**src/rtl/coef_tok_pkg.sv**
```systemverilog
package coef_tok_pkg;

   // what the scan stage asks the output stage to do in one cycle
   typedef enum logic [1:0] {
      ACT_NONE  = 2'd0,
      ACT_VALUE = 2'd1,
      ACT_EOB   = 2'd2
   } tok_act_e;

   function automatic int unsigned tok_width(int unsigned coef_w, int unsigned run_w);
      return 1 + run_w + coef_w;
   endfunction

endpackage

```
**src/rtl/tok_scan_ctrl.sv**
```systemverilog
module tok_scan_ctrl
   import coef_tok_pkg::*;
#(
   parameter int unsigned COEF_W        = 12,
   parameter int unsigned COEFS_PER_BLK = 64,
   localparam int unsigned RUN_W        = $clog2(COEFS_PER_BLK),
   localparam int unsigned CNT_W        = $clog2(COEFS_PER_BLK + 2)
) (
   input  logic              clk,
   input  logic              rst_n,
   input  logic              in_valid,
   input  logic              in_first,
   input  logic [COEF_W-1:0] in_coef,
   input  logic              slot_free,
   output logic              in_ready,
   output tok_act_e          act,
   output logic [RUN_W-1:0]  act_run,
   output logic [CNT_W-1:0]  act_count
);

   localparam logic [RUN_W-1:0] LAST_POS = RUN_W'(COEFS_PER_BLK - 1);

   logic [RUN_W-1:0] pos_q, zrun_q;
   logic [CNT_W-1:0] cnt_q;
   logic             pend_q;

   logic             take, nonzero, at_last;
   logic [RUN_W-1:0] pos_eff, zrun_eff;
   logic [CNT_W-1:0] cnt_eff;

   always_comb begin
      in_ready  = slot_free && !pend_q;
      take      = in_valid && in_ready;
      pos_eff   = in_first ? '0 : pos_q;
      zrun_eff  = in_first ? '0 : zrun_q;
      cnt_eff   = in_first ? '0 : cnt_q;
      nonzero   = |in_coef;
      at_last   = (pos_eff == LAST_POS);
      act       = ACT_NONE;
      act_run   = '0;
      act_count = '0;
      if (pend_q && slot_free) begin
         act       = ACT_EOB;
         act_count = cnt_q + 1'b1;
      end else if (take) begin
         if (nonzero) begin
            act     = ACT_VALUE;
            act_run = zrun_eff;
         end else if (at_last) begin
            act       = ACT_EOB;
            act_count = cnt_eff + 1'b1;
         end
      end
   end

   always_ff @(posedge clk or negedge rst_n) begin
      if (!rst_n) begin
         pos_q  <= '0;
         zrun_q <= '0;
         cnt_q  <= '0;
         pend_q <= 1'b0;
      end else if (pend_q && slot_free) begin
         pend_q <= 1'b0;
         cnt_q  <= '0;
      end else if (take) begin
         pos_q <= at_last ? '0 : pos_eff + 1'b1;
         if (nonzero) begin
            zrun_q <= '0;
            cnt_q  <= cnt_eff + 1'b1;
            pend_q <= at_last;
         end else begin
            zrun_q <= at_last ? '0 : zrun_eff + 1'b1;
            cnt_q  <= at_last ? '0 : cnt_eff;
         end
      end
   end

endmodule

```
**src/rtl/tok_out_stage.sv**
```systemverilog
module tok_out_stage #(
   parameter int unsigned TOK_W = 19,
   parameter int unsigned CNT_W = 7
) (
   input  logic             clk,
   input  logic             rst_n,
   input  logic             load,
   input  logic [TOK_W-1:0] word_in,
   input  logic [CNT_W-1:0] count_in,
   input  logic             tok_ready,
   output logic             slot_free,
   output logic             tok_valid,
   output logic [TOK_W-1:0] tok_word,
   output logic [CNT_W-1:0] tok_count
);

   assign slot_free = !tok_valid || tok_ready;

   always_ff @(posedge clk or negedge rst_n) begin
      if (!rst_n) begin
         tok_valid <= 1'b0;
         tok_word  <= '0;
         tok_count <= '0;
      end else if (slot_free) begin
         tok_valid <= load;
         if (load) begin
            tok_word  <= word_in;
            tok_count <= count_in;
         end
      end
   end

endmodule

```
**src/rtl/coef_tokenizer.sv**
```systemverilog
module coef_tokenizer
   import coef_tok_pkg::*;
#(
   parameter int unsigned COEF_W        = 12,
   parameter int unsigned COEFS_PER_BLK = 64,
   localparam int unsigned RUN_W        = $clog2(COEFS_PER_BLK),
   localparam int unsigned CNT_W        = $clog2(COEFS_PER_BLK + 2),
   localparam int unsigned TOK_W        = 1 + RUN_W + COEF_W
) (
   input  logic              clk,
   input  logic              rst_n,
   input  logic              in_valid,
   output logic              in_ready,
   input  logic              in_first,
   input  logic [COEF_W-1:0] in_coef,
   output logic              tok_valid,
   input  logic              tok_ready,
   output logic [TOK_W-1:0]  tok_word,
   output logic [CNT_W-1:0]  tok_count
);

   generate
      if (COEFS_PER_BLK < 2 || (COEFS_PER_BLK & (COEFS_PER_BLK - 1)) != 0) begin : g_bad_blk
         $error("coef_tokenizer: COEFS_PER_BLK must be a power of two of at least 2");
      end
      if (COEF_W < 2) begin : g_bad_coef
         $error("coef_tokenizer: COEF_W must be at least 2");
      end
      if (TOK_W != tok_width(COEF_W, RUN_W)) begin : g_bad_tok
         $error("coef_tokenizer: token width mismatch");
      end
   endgenerate

   tok_act_e         act;
   logic [RUN_W-1:0] act_run;
   logic [CNT_W-1:0] act_count;
   logic             slot_free;
   logic [TOK_W-1:0] word_next;

   tok_scan_ctrl #(
      .COEF_W        (COEF_W),
      .COEFS_PER_BLK (COEFS_PER_BLK)
   ) u_scan (
      .clk       (clk),
      .rst_n     (rst_n),
      .in_valid  (in_valid),
      .in_first  (in_first),
      .in_coef   (in_coef),
      .slot_free (slot_free),
      .in_ready  (in_ready),
      .act       (act),
      .act_run   (act_run),
      .act_count (act_count)
   );

   always_comb begin
      unique case (act)
         ACT_VALUE: word_next = {1'b0, act_run, in_coef};
         ACT_EOB:   word_next = {1'b1, {(TOK_W-1){1'b0}}};
         default:   word_next = '0;
      endcase
   end

   tok_out_stage #(
      .TOK_W (TOK_W),
      .CNT_W (CNT_W)
   ) u_out (
      .clk       (clk),
      .rst_n     (rst_n),
      .load      (act != ACT_NONE),
      .word_in   (word_next),
      .count_in  (act_count),
      .tok_ready (tok_ready),
      .slot_free (slot_free),
      .tok_valid (tok_valid),
      .tok_word  (tok_word),
      .tok_count (tok_count)
   );

endmodule

```
**config.mk**
```make
export PLATFORM = sky130hd
export DESIGN_NAME = coef_tokenizer
export DESIGN_NICKNAME = d
export VERILOG_FILES = /design/src/rtl/coef_tok_pkg.sv /design/src/rtl/tok_scan_ctrl.sv /design/src/rtl/tok_out_stage.sv /design/src/rtl/coef_tokenizer.sv
export SDC_FILE = /design/constraint.sdc
export NUM_CORES = 1
export LEC_CHECK = 0
export ABC_AREA = 1
export ABC_CLOCK_PERIOD_IN_PS = 2700
export CELL_PAD_IN_SITES_DETAIL_PLACEMENT = 0
export CELL_PAD_IN_SITES_GLOBAL_PLACEMENT = 1
export CORE_ASPECT_RATIO = 0.8
export CORE_MARGIN = 4
export CORE_UTILIZATION = 46
export CTS_CLUSTER_DIAMETER = 150
export CTS_CLUSTER_SIZE = 40
export DETAILED_ROUTE_END_ITERATION = 8
export DONT_BUFFER_PORTS = 1
export HOLD_SLACK_MARGIN = 0.1
export PLACE_DENSITY = 0.77
export SKIP_LAST_GASP = 1
export SYNTH_ARGS = -nofsm -noshare
export SYNTH_HDL_FRONTEND = slang
export SYNTH_SLANG_ARGS = --single-unit
```
**constraint.sdc**
```tcl
create_clock -name clk -period 2.7 [get_ports clk]
set_clock_uncertainty 0.2 [all_clocks]
set_input_delay 0.405 -clock clk [delete_from_list [all_inputs] [get_ports clk]]
set_output_delay 0.405 -clock clk [all_outputs]
set_load 0.02 [all_outputs]
```
Word-level counts from Yosys, hierarchy flattened
Cells that the tools add are included.
{"block": "word_totals", "reg_bits": 47, "input_bits": 17, "out_inout_bits": 28, "wordCells": 53}
{"block": "classes", "add_sub_neg": 4, "eq_ne": 3, "n_mux": 25, "bitwise_logic": 1, "reduce_logical": 13}
{"op": "2-to-1 mux 7 bit", "n": 9}
{"op": "2-to-1 mux 6 bit", "n": 8}
{"op": "one-hot mux 19 bit (2 select lines)", "n": 1}
{"op": "adder 7 x 1 -> 7 bit, second input constant", "n": 2}
{"op": "adder 6 x 1 -> 6 bit, second input constant", "n": 2}
{"op": "OR reduction 12 bit", "n": 1}
{"op": "2-to-1 mux 2 bit", "n": 4}
{"op": "equality test 6 bit, second input constant", "n": 1}
{"op": "AND reduction 2 bit", "n": 3}
{"op": "nonzero test 2 bit", "n": 3}
{"op": "logical AND 1 bit", "n": 3}
{"op": "2-to-1 mux 1 bit", "n": 3}
{"op": "equality test 2 x 1 -> 1 bit, second input constant", "n": 1}
{"op": "equality test 2 bit, second input constant", "n": 1}
{"op": "zero test 1 bit", "n": 2}
{"op": "logical OR 1 bit", "n": 1}
{"op": "NOT 1 bit", "n": 1}

Longest topological paths before layout
{"block": "logic_depth", "ltp_word": 8, "depth_mapped": 16, "depth_no_buf": 15}

Cells and area by module
A second synthesis with hierarchy kept.
{"block": "unflattened", "hier_cells": 393, "area_unflattened_um2": 2862.7}
{"module": "tok_scan_ctrl", "n_inst": 1, "cells_each": 235, "area_per_inst_um2": 1556.5, "seq_area_each_um2": 500.5}
{"module": "tok_out_stage", "n_inst": 1, "cells_each": 117, "area_per_inst_um2": 1134.8, "seq_area_each_um2": 675.6}
{"module": "coef_tokenizer", "n_inst": 1, "cells_each": 41, "area_per_inst_um2": 171.4, "seq_area_each_um2": 0.0}

Least setup slack after synthesis
OpenSTA, ideal clock, no wires.
{"block": "synth_path", "path_type": "input-to-reg", "startpoint": "input port in_first", "endpoint": "register u_out.tok_word[16]", "setup_ns": 0.126, "arrival_ns": 2.281, "required_time_ns": 2.374, "path_slack_ns": 0.093, "path_stages": 16, "n_path_buf": 2, "path_cell_list": "inv_2 > buf_6 > nand2_1 > inv_1 > ha_1 > nand2_1 > nor3_4 > nand2_4 > o21ai_2 > inv_1 > ha_1 > nor2_2 > inv_2 > buf_2 > nand2_1 > o21ai_0"}
{"block": "synth_between", "elab_chain_cells": 8, "elab_cells_between_ends": 15, "cone_classes": "3 x eq/ne; 10 x mux; 2 x reduce/logical"}
{"element": "start, declared", "line": "coef_tokenizer.sv:14", "source": "input logic in_first,"}
{"element": "2-to-1 mux 6 bit", "line": "tok_scan_ctrl.sv:34", "source": "pos_eff = in_first ? '0 : pos_q;"}
{"element": "equality test 6 bit", "line": "tok_scan_ctrl.sv:38", "source": "at_last = (pos_eff == LAST_POS);"}
{"element": "2-to-1 mux 2 bit", "line": "tok_scan_ctrl.sv:49", "source": "end else if (at_last) begin"}
{"element": "2-to-1 mux 2 bit", "line": "tok_scan_ctrl.sv:46", "source": "if (nonzero) begin"}
{"element": "2-to-1 mux 2 bit", "line": "tok_scan_ctrl.sv:45", "source": "end else if (take) begin"}
{"element": "2-to-1 mux 2 bit", "line": "tok_scan_ctrl.sv:42", "source": "if (pend_q && slot_free) begin"}
{"element": "equality test 2 bit (tied with other cells)", "line": "coef_tokenizer.sv:57", "source": "unique case (act)"}
{"element": "one-hot mux 19 bit (2 select lines) / AND reduction 2 bit (equally long branches)"}
{"element": "end signal, assigned", "line": "tok_out_stage.sv:27", "source": "tok_word <= word_in;"}
{"element": "end, declared", "line": "tok_out_stage.sv:13", "source": "output logic [TOK_W-1:0] tok_word,"}
Parallel ways exist; a longest one is shown, timed or not.
A chain may end at the register's enable or synchronous reset.

Worst setup path in the final report
{"block": "layout_path", "startpoint": "register u_scan.pos_q[0]", "endpoint": "register u_out.tok_count[2]"}
{"block": "layout_between", "elab_chain_cells": 8, "elab_cells_between_ends": 12, "cone_classes": "1 x eq/ne; 9 x mux; 2 x reduce/logical"}
{"element": "start, declared", "line": "tok_scan_ctrl.sv:23", "source": "logic [RUN_W-1:0] pos_q, zrun_q;"}
{"element": "start signal, assigned", "line": "tok_scan_ctrl.sv:66", "source": "pos_q <= at_last ? '0 : pos_eff + 1'b1;"}
{"element": "2-to-1 mux 6 bit *", "line": "tok_scan_ctrl.sv:34"}
{"element": "equality test 6 bit *", "line": "tok_scan_ctrl.sv:38"}
{"element": "2-to-1 mux 2 bit", "line": "tok_scan_ctrl.sv:49"}
{"element": "2-to-1 mux 2 bit", "line": "tok_scan_ctrl.sv:46"}
{"element": "2-to-1 mux 2 bit", "line": "tok_scan_ctrl.sv:45"}
{"element": "2-to-1 mux 2 bit", "line": "tok_scan_ctrl.sv:42"}
{"element": "nonzero test 2 bit", "line": "coef_tokenizer.sv:70", "source": ".load (act != ACT_NONE),"}
{"element": "AND reduction 2 bit (no line)"}
{"element": "end signal, assigned", "line": "tok_out_stage.sv:28", "source": "tok_count <= count_in;"}
{"element": "end, declared", "line": "tok_out_stage.sv:14", "source": "output logic [CNT_W-1:0] tok_count"}
Every way passes the cells marked *; elsewhere a longest branch is shown, timed or not.

==> reports/metrics.yaml <==
row_count: 24
grt_pass1_wl_mm: 10.1
post_drt_wl_per_cell_um: 14.3
cts_tree: "done"
syn_area_per_cell_um2: 7.76
end_kind: "flop"
rsz0062_at_grt: "false"
synth_top_family_by_area: "simple AND/OR/NAND/NOR gates"
synth_area_um2: 2630
fin_nets: 380
ir_drop_mv: 0.273
track_usage_pct: 18.3
p_leak_nw: 1.46
grt_antenna_before_repair: 0
die_area_um2: 7000
final_core_util_pct: 54.1
pwr_density_cell_nw_per_um2: 510
grt_max_degree: 48
initial_utilization_pct: 47.9
cp_slowest_stage_delay_ns: 0.35
report.power.total_w: 0.00152
cp_max_fo: 26
synth_compound_area_share_pct: 7.85
relSlewSlack_pct: 66.3
startpoint_type: "flop"
path_buf_inv: 3
io-pin-count: 45
cts_setup_buffers: 0
drcViolationCount: 0
critical_path.top_delay_family: "simple AND/OR/NAND/NOR gates"
port_buffers: 0
layout_min_cycle_time_ns: 2.45
ys_seq_elements: 47
synth-simple-area-share_pct: 34.4
critical_path_arrival_ns: 2.44
design.core.area_um2: 5500
hpwl_mm: 4.35
n_antenna_cell: 0
die_w_um: 92.6
viasPerCell: 5.04
slowest_stage: "dfrtp_1"
crit_path_cell_trace: "inv_1 -> nor2_1 -> ha_1 -> nand2_1 -> nor3_4 -> nand2_4 -> o21ai_2 -> inv_1 -> ha_1 -> nor2_4 -> inv_4 -> a31oi_1 -> a21oi_1"
setup_viol: 0
place.gp.congestion: 0.839
clkLatencyLatePin_ns: 0.30
area_growth_syn_to_layout_pct: 13.0
crit_type: "reg2reg"
cts.path.max_buffers: 2
synth_cells: 339
final_common_cell: "nand2_1"
postRouteAntennaNets: 0
fin_crit_sh_pct: 90.6
fin_ws_ns: 0.253
most-common-layout-cells: "nand2_1 (102), dfrtp_1 (47), nand3_1 (35), nor2_1 (33), inv_1 (30)"
clock_tree.root_cell: "clkbuf_8"
grt.overflow.total: 0
pre_cts_slack_ns: 0.0666
outcome: "finished clean"
worst_pin_slew_ns: 0.503
grt_pass1_vias: 2069
yosysWarnings: 0
final_area_um2: 2970
synth_cell_types: 33
wirelength_mm: 6.19
synth_fa_ha_area_share_pct: 3.33
min_path_type: "in2reg"
synthMuxAreaShare_pct: 0
fmax_mhz: 409
drt_first_pass_iters: 4
htreeDepth: 2
syn_nets: 363
seq_area_frac_synth_pct: 44.7
drive_above_1_share_pct: 10.7
finalHoldViolCount: 0
cts_sinks: 47
slew_viol_final: 0
path_clk_slew_ns: 0.09
postPlaceCellArea_um2: 2720
required_ns: 2.70
cap_violations: 0
num_vias: 2186
die_y_um: 75.6
cts_buffers: 5
drtIter0Drc: 159
nFillCells: 515
final.setup.tns_ns: 0
synth_xor_area_share_pct: 2.66
-- through the flow --
stage,std cells,hold WS (ns)
after floorplan,339,-0.0906
after global placement,413,-0.0892
after detailed placement,413,-0.0889
after CTS,434,0.114
after global routing,434,0.136
final,434,0.115
-- state kept, by name, indices dropped and copies added, names as in the netlist --
register         flops
u_scan.cnt_q         7
u_out.tok_word      19
u_out.tok_count      7
u_scan.pos_q         6
u_scan.pend_q        1
u_scan.zrun_q        6
u_out.tok_valid      1
-- cells in the mapped netlist, drive strengths merged --
cell | instances | area [um2]
o211ai | 2 | 15.0
clkbuf | 1 | 3.75
a21oi | 11 | 55.1
xor2 | 6 | 52.6
a31oi | 1 | 6.26
inv | 33 | 124
nor2 | 40 | 189
nand3 | 37 | 195
or2 | 1 | 6.26
and3 | 1 | 6.26
nand4 | 3 | 18.8
o21ai | 19 | 98.9
o22ai | 5 | 31.3
xnor2 | 2 | 17.5
dfrtp | 47 | 1180
ha | 7 | 87.6
and2 | 1 | 6.26
nor3 | 3 | 31.3
nand2 | 109 | 452
buf | 10 | 58.8
-- tightest hold or removal path, cell delays in order --
cell and delay [ns]:
nor2_1 0.04, nand3_1 0.07, nand3_1 0.06
-- power by group --
group	switching, W	internal (W)	leakage [nW]
Sequential	0.0000991	0.000759	0.629
Clock	0.000231	0.000201	0.0470
Combinational	0.000141	0.0000845	0.785
Total	0.000472	0.00105	1.46
-- routing by layer --
metal / global-route usage, % / wire length, um / up-vias
met3: 4.34 / 281 / 6
li1: - / - / 1119
met5: 0 / 0 / -
met2: 27.7 / 2750 / 52
met1: 26.9 / 3120 / 1009
met4: 3.95 / 40 / 0
-- cells by family (layout without fill, tap and decap cells) --
family | Yosys count | after routing
compound gates | 38 | 38
xor+xnor | 8 | 8
fa+ha+maj | 7 | 7
buf+inv | 44 | 61
flops | 47 | 47
simple gates | 195 | 195
-- final cells by class --
cell class	count	area (um2)	area share, %
inverters	33	126	4.25
flip-flops and latches	47	1180	39.5
well taps	78	97.6	3.28
clock inverters	1	5.00	0.168
clock buffers	6	82.6	2.78
repair buffers	21	210	7.07
multi-input cells	248	1280	42.9
-- worst paths after layout --
| check | startpoint | endpoint | slack [ns] | cells past startpoint |
|---|---|---|---|---|
| worst max-delay path | u_scan.pos_q[0] | u_out.tok_count[2] | 0.25 | 13 |
| worst min-delay path | in_first | u_scan.cnt_q[1] | 0.11 | 3 |
| worst max register to register | u_scan.pos_q[0] | u_out.tok_count[2] | 0.25 | 13 |
| worst min register to register | u_scan.pos_q[1] | u_scan.pos_q[1] | 0.29 | 2 |
| max in group asynchronous | rst_n | u_scan.zrun_q[3] | 1.67 | 2 |
| min in group asynchronous | rst_n | u_out.tok_count[2] | 0.40 | 2 |
-- repair_timing --
| action | 4_1_cts | 5_1_grt |
|---|---|---|
| hold buffers | 14 | 0 |
| setup endpoints to repair | 0 | 25 |
| resized for setup | 0 | 4 |
| endpoints found under the hold margin | 59 | 0 |
Note: power is estimated with default switching activity, not from simulation.
